**config.mk**
```make
export PLATFORM = sky130hd
export DESIGN_NAME = gen2_link_rescue
export DESIGN_NICKNAME = d
export VERILOG_FILES = /design/src/rtl/lr_pkg.sv /design/src/rtl/lr_phy_port.sv /design/src/rtl/lr_hold_timer.sv /design/src/rtl/gen2_link_rescue.sv
export SDC_FILE = /design/constraint.sdc
export NUM_CORES = 1
export LEC_CHECK = 0
export BUFFER_PORTS_ARGS = -buffer_cell sky130_fd_sc_hd__buf_2
export CAP_MARGIN = 0
export CELL_PAD_IN_SITES_DETAIL_PLACEMENT = 1
export CELL_PAD_IN_SITES_GLOBAL_PLACEMENT = 1
export CORE_ASPECT_RATIO = 0.7
export CORE_MARGIN = 2
export CORE_UTILIZATION = 32
export CTS_BUF_LIST = sky130_fd_sc_hd__clkbuf_8 sky130_fd_sc_hd__clkbuf_16
export CTS_CLUSTER_DIAMETER = 80
export DETAILED_ROUTE_END_ITERATION = 8
export PLACE_DENSITY = 0.82
export SYNTH_ARGS = -nofsm -noshare
export SYNTH_HDL_FRONTEND = slang
export SYNTH_SLANG_ARGS = --single-unit
```
**constraint.sdc**
```tcl
create_clock -name clk -period 3 [get_ports clk]
set_clock_uncertainty 0.2 [all_clocks]
set_input_delay 0.3 -clock clk [delete_from_list [all_inputs] [get_ports clk]]
set_output_delay 0.3 -clock clk [all_outputs]
set_load 0.02 [all_outputs]
```
**src/rtl/lr_pkg.sv**
```systemverilog
package lr_pkg;

  typedef enum logic [1:0] {
    RES_UP        = 2'd0,
    RES_NOT_READY = 2'd1,
    RES_RECOVERED = 2'd2,
    RES_PORT_ERR  = 2'd3
  } result_e;

  typedef enum logic [2:0] {
    ST_IDLE,
    ST_RXV,
    ST_SET_RD,
    ST_SET_WR,
    ST_HOLD,
    ST_CLR_RD,
    ST_CLR_WR
  } step_e;

endpackage

```
**src/rtl/lr_phy_port.sv**
```systemverilog
module lr_phy_port #(
  parameter int ADDR_W = 16,
  parameter int DATA_W = 16
) (
  input  logic              clk,
  input  logic              rst,
  input  logic              launch,
  input  logic              launch_wr,
  input  logic [ADDR_W-1:0] launch_addr,
  input  logic [DATA_W-1:0] launch_data,
  input  logic              phy_ack,
  output logic              phy_req,
  output logic              phy_wr,
  output logic [ADDR_W-1:0] phy_addr,
  output logic [DATA_W-1:0] phy_wdata,
  output logic              xfer_done
);

  assign xfer_done = phy_req & phy_ack;

  always_ff @(posedge clk) begin
    if (rst) begin
      phy_req   <= 1'b0;
      phy_wr    <= 1'b0;
      phy_addr  <= '0;
      phy_wdata <= '0;
    end else if (launch) begin
      phy_req   <= 1'b1;
      phy_wr    <= launch_wr;
      phy_addr  <= launch_addr;
      phy_wdata <= launch_data;
    end else if (xfer_done) begin
      phy_req   <= 1'b0;
    end
  end


  req_hold_chk: assert property (@(posedge clk) disable iff (rst)
    (phy_req && !phy_ack) |=> (phy_req && $stable(phy_addr) && $stable(phy_wr) && $stable(phy_wdata)));


  launch_overlap_chk: assert property (@(posedge clk) disable iff (rst)
    launch |-> (!phy_req || phy_ack));

endmodule

```
**src/rtl/lr_hold_timer.sv**
```systemverilog
module lr_hold_timer #(
  parameter int CYCLES = 100000
) (
  input  logic clk,
  input  logic rst,
  input  logic load,
  output logic running,
  output logic expire
);

  localparam int CW = $clog2(CYCLES + 1);

  logic [CW-1:0] remain;

  always_ff @(posedge clk) begin
    if (rst)
      remain <= '0;
    else if (load)
      remain <= CW'(CYCLES);
    else if (remain != '0)
      remain <= remain - 1'b1;
  end

  assign running = (remain != '0);
  assign expire  = (remain == CW'(1));


  timer_reload_chk: assert property (@(posedge clk) disable iff (rst)
    load |-> !running);

endmodule

```
**src/rtl/gen2_link_rescue.sv**
```systemverilog
module gen2_link_rescue #(
  parameter int          WAIT_CYCLES  = 100000,
  parameter int          DBG_W        = 32,
  parameter int          ADDR_W       = 16,
  parameter int          DATA_W       = 16,
  parameter int          READY_BIT    = 4,
  parameter int          STATE_W      = 6,
  parameter logic [5:0]  STUCK_STATE  = 6'h0D,
  parameter logic [15:0] RXSTAT_ADDR  = 16'h100D,
  parameter logic [15:0] OVR_ADDR     = 16'h1005,
  parameter logic [15:0] OVR_MASK     = 16'h0028
) (
  input  logic              clk,
  input  logic              rst,
  input  logic              check_start,
  input  logic [DBG_W-1:0]  dbg_lo,
  input  logic [DBG_W-1:0]  dbg_hi,
  output logic              phy_req,
  output logic              phy_wr,
  output logic [ADDR_W-1:0] phy_addr,
  output logic [DATA_W-1:0] phy_wdata,
  input  logic              phy_ack,
  input  logic              phy_err,
  input  logic [DATA_W-1:0] phy_rdata,
  output logic              check_done,
  output logic [1:0]        check_result,
  output logic              link_busy
);
  import lr_pkg::*;

  localparam logic [ADDR_W-1:0] RX_A   = ADDR_W'(RXSTAT_ADDR);
  localparam logic [ADDR_W-1:0] OVR_A  = ADDR_W'(OVR_ADDR);
  localparam logic [DATA_W-1:0] MASK_D = DATA_W'(OVR_MASK);

  step_e             step, step_nx;
  logic              launch, launch_wr;
  logic [ADDR_W-1:0] launch_addr;
  logic [DATA_W-1:0] launch_data;
  logic              xfer_done;
  logic              tmr_load, tmr_running, tmr_expire;
  logic              fin;
  result_e           fin_code;
  logic              rx_valid, state_stuck;

  assign rx_valid    = phy_rdata[0];
  assign state_stuck = (dbg_lo[STATE_W-1:0] == STUCK_STATE[STATE_W-1:0]);

  lr_phy_port #(.ADDR_W(ADDR_W), .DATA_W(DATA_W)) u_port (
    .clk(clk), .rst(rst),
    .launch(launch), .launch_wr(launch_wr),
    .launch_addr(launch_addr), .launch_data(launch_data),
    .phy_ack(phy_ack),
    .phy_req(phy_req), .phy_wr(phy_wr), .phy_addr(phy_addr), .phy_wdata(phy_wdata),
    .xfer_done(xfer_done)
  );

  lr_hold_timer #(.CYCLES(WAIT_CYCLES)) u_hold (
    .clk(clk), .rst(rst), .load(tmr_load),
    .running(tmr_running), .expire(tmr_expire)
  );

  always_comb begin
    step_nx     = step;
    launch      = 1'b0;
    launch_wr   = 1'b0;
    launch_addr = OVR_A;
    launch_data = '0;
    tmr_load    = 1'b0;
    fin         = 1'b0;
    fin_code    = RES_UP;
    unique case (step)
      ST_IDLE: begin
        if (check_start) begin
          if (dbg_hi[READY_BIT]) begin
            fin      = 1'b1;
            fin_code = RES_NOT_READY;
          end else begin
            launch      = 1'b1;
            launch_addr = RX_A;
            step_nx     = ST_RXV;
          end
        end
      end
      ST_HOLD: begin
        if (tmr_expire) begin
          launch  = 1'b1;
          step_nx = ST_CLR_RD;
        end
      end
      default: begin
        if (xfer_done) begin
          if (phy_err) begin
            fin      = 1'b1;
            fin_code = RES_PORT_ERR;
          end else begin
            unique case (step)
              ST_RXV: begin
                if (rx_valid || !state_stuck) begin
                  fin = 1'b1;
                end else begin
                  launch  = 1'b1;
                  step_nx = ST_SET_RD;
                end
              end
              ST_SET_RD: begin
                launch      = 1'b1;
                launch_wr   = 1'b1;
                launch_data = phy_rdata | MASK_D;
                step_nx     = ST_SET_WR;
              end
              ST_SET_WR: begin
                tmr_load = 1'b1;
                step_nx  = ST_HOLD;
              end
              ST_CLR_RD: begin
                launch      = 1'b1;
                launch_wr   = 1'b1;
                launch_data = phy_rdata & ~MASK_D;
                step_nx     = ST_CLR_WR;
              end
              default: begin
                fin      = 1'b1;
                fin_code = RES_RECOVERED;
              end
            endcase
          end
        end
      end
    endcase
    if (fin) step_nx = ST_IDLE;
  end

  always_ff @(posedge clk) begin
    if (rst) begin
      step         <= ST_IDLE;
      check_done   <= 1'b0;
      check_result <= RES_UP;
    end else begin
      step       <= step_nx;
      check_done <= fin;
      if (fin) check_result <= fin_code;
    end
  end

  assign link_busy = (step != ST_IDLE);


  not_ready_chk: assert property (@(posedge clk) disable iff (rst)
    (check_start && !link_busy && dbg_hi[READY_BIT]) |=> (check_done && check_result == RES_NOT_READY && !phy_req));


  done_pulse_chk: assert property (@(posedge clk) disable iff (rst)
    check_done |=> !check_done);


  hold_quiet_chk: assert property (@(posedge clk) disable iff (rst)
    tmr_running |-> !phy_req);


  err_stop_chk: assert property (@(posedge clk) disable iff (rst)
    (phy_req && phy_ack && phy_err) |=> (!phy_req && check_done && check_result == RES_PORT_ERR));

endmodule

```
==> impl_metrics.csv <==
group,metric,value,unit
run_status,outcome,"completed",
place,place_congestion,0.815,
sta,grt_setup_unrepaired,"false",
critical_path,criticalPathCategory,"flop to flop",
yosys,synth_area_leader_cell,"dfxtp_1",
critical_path,cp-start-kind,"flop",
global_routing,grt_max_degree,17,
floorplanning,ioPinCount,123,
clock_tree,cts_root_buf,"clkbuf_8",
routing,first_pass_iters,4,
critical_path,end_kind,"flop",
yosys,syn_inst,212,
yosys,synth.distinct_cells,45,
critical_path,cp.arrival,2.31,ns
yosys,ys_async_sr_fraction,0,%
hold_path,worstHoldStart,"phy_rdata[2]",
sta,final-max-slew-violation-count,0,
power_and_ir_drop,power_density,845,nW/µm²
global_routing,antenna_found_initial,0,
global_routing,grt_pass1_vias,1589,
place,hpwl,3710,µm
routing,wl_per_cell,14.5,µm
critical_path,cp.required,2.97,ns
yosys,ys_ff_latch,42,
finish,drive_above_1_share,26.2,%
routing,vias,1689,
floorplanning,die_h,69.2,µm
routing,drt_iter0_markers,79,
sta,setup_tns,0,ns
critical_path,crit_chain,"or4_1 -> nand4bb_1 -> nand4b_1 -> xor2_1 -> a21oi_1",
critical_path,critPathTopFamily,"simple AND/OR/NAND/NOR gates",
critical_path,reg2reg_depth,5,
yosys,yosys_warnings,0,
finish,n_antenna_cell,0,
global_routing,grt_overflow,0,
finish,fillCellCount,711,
critical_path,crit_slowest_cell,"or4_1",
clock_tree,ctsResizeCount,0,
finish,nNetsFinal,346,
clock_tree,cts_buffers,5,
critical_path,cp_max_fo,9,
critical_path,critPathLaunch,"u_hold.remain[14]$_SDFFE_PP0P_",
clock_tree,cts.sinks,42,
place,port-buffer-count,51,
sta,period_needed,2.34,ns
routing,routedLengthMet1,2440,µm
routing,final_antenna_net_count,0,
floorplanning,rows,23,
yosys,syn_area,1940,µm²
floorplanning,start_util,33.6,%
critical_path,crit_cells,5,
routing,met3WireLength,217,µm
sta,period_share,78.0,%
floorplanning,core,5780,µm²
critical_path,cp_num_buf_inv,0,
hold_path,whs_path_depth,2,
floorplanning,dieArea,6730,µm²
finish,post_layout_nonfiller_instances,335,
place,post-place-cells,327,
yosys,yosys.area.top_type_share,43.2,%
global_routing,grtUsageTotal,14.6,%
yosys,synthTopCellsByArea,"dfxtp_1 43%, a22o_1 6.8%, buf_4 5.8%, nor2_1 4.1%, a21oi_1 3.9%",
yosys,synth_flop_cell,"dfxtp_1",
critical_path,critical_path.max_stage_delay,0.63,ns
clock_tree,cts_tree,"done",
sta,slew_headroom,40.5,%
routing,drc,0,
floorplanning,die_w,97.2,µm
clock_tree,postCtsSetupRepairBufs,0,
critical_path,r2r_start,"u_hold.remain[14]$_SDFFE_PP0P_",
finish,syn2layout_area_growth,17.8,%
clock_tree,clock_path_buffers,2,
run,cap_viol_max_count,0,
yosys,ys_top_cells_by_count,"42 x dfxtp_1, 21 x nor2_1, 15 x a21oi_1, 15 x a22o_1, 15 x buf_4",
sta,fin_ws,0.659,ns
routing,top_layer,"met4",
clock_tree,clkTransAtPathRegs,0.08,ns
sta,hold_viol_final,0,
clock_tree,insertion_delay,0.29,ns
clock_tree,postCtsHoldBufs,0,
hold_path,hold_path_class,"input port to flop",
sta,worst_pin_slew,0.885,ns
place,post-place-ws,0.679,ns
yosys,syn_avg_cell_area,9.17,µm²
yosys,synth-edff-count,0,
power_and_ir_drop,vdd_drop_max,0.255,mV
routing,routed_wl,4850,µm
sta,hold_slack,0.0162,ns
sta,finalSetupViolCount,0,
yosys,yosysMostFrequentCell,"dfxtp_1",
yosys,ys_seq_area_share,43.2,%
routing,via_per_inst,5.04,
clock_tree,cts_htree_levels,2,
routing,wl_met2,2150,µm
sta,timing.fmax,427,MHz
power_and_ir_drop,leakage,1.01,nW
global_routing,grt_pass1_wl,8000,µm
report_power, final:
group / internal [W] / switching (W)
Combinational: 0.000333 / 0.000482
Sequential: 0.000647 / 0.000104
Clock: 0.000182 / 0.000187
path summary, 6_finish.rpt:
kind | end | slack, ns
setup / recovery | u_hold.remain[7]$_SDFFE_PP0P_ | 0.66
setup reg to reg | u_hold.remain[7]$_SDFFE_PP0P_ | 0.66
hold / removal | u_port.phy_wdata[2]$_SDFFE_PP0P_ | 0.02
hold reg to reg | u_port.phy_wr$_SDFFE_PP0P_ | 0.25
cell usage in the layout, fill, tap and decap left out, types with 2 or more instances in the layout:
cell      count
nand4b_1      2
clkbuf_8      6
nor2_1       21
o21ai_0       2
xnor2_1       8
dfxtp_1      42
o31ai_1       2
or4_1         2
nor2b_1       2
buf_2        51
conb_1       12
a21oi_1      15
a31oi_1       3
a22o_1       15
nor4_1        8
or3_1         2
nor4_2        3
nand2_1      11
xor2_1        6
nor3b_1       3
ha_1          2
nor3_1        7
inv_1         7
buf_4         3
nand3_1       5
layer usage:
metal,up-vias,track usage (%)
li1,830,-
met1,815,21.7
met2,39,21.1
met3,5,3.13
met4,0,4.23
met5,-,0
cells by family after synthesis:
group	after synthesis	share of synthesized area, %
adder cells (fa/ha/maj)	2	1.29
AO/OA/AOI/OAI	46	16.9
flip-flops	42	43.2
buffers and inverters	31	9.59
XOR/XNOR	14	6.31
other	1	0.193
AND/OR/NAND/NOR	76	22.5
stage by stage:
step	utilization, %	area (µm²)	total power (W)
2_1_floorplan	-	1990	0.00140
3_3_place_gp	38.0	2200	0.00153
3_5_place_dp	38.0	2200	0.00156
4_1_cts	39.6	2290	0.00195
5_1_grt	39.6	2290	0.00209
6_report	39.6	2290	0.00193
registers in the layout, indices dropped and copies added, names as in the netlist:
| signal | cells |
|---|---|
| u_port.phy_req | 1 |
| check_done | 1 |
| u_port.phy_addr | 2 |
| check_result | 2 |
| u_hold.remain | 17 |
| step | 3 |
| u_port.phy_wr | 1 |
| u_port.phy_wdata | 15 |
worst reg2reg max path, delay by kind of cell, from the launching register on:
kind | cells | cell delay, ns
AND/OR/NAND/NOR | 3 | 1.43
XOR/XNOR | 1 | 0.17
flip-flops | 1 | 0.34
AO/OA/AOI/OAI | 1 | 0.08
layout make-up:
class	count	area [µm²]	area share, %
clock buffers	6	82.6	3.60
clock inverters	2	8.76	0.382
inverters	6	22.5	0.983
multi-input cells	150	965	42.1
flip-flops and latches	42	841	36.7
well taps	75	93.8	4.10
repair buffers	54	278	12.1
(Power assumes the default switching activity.)
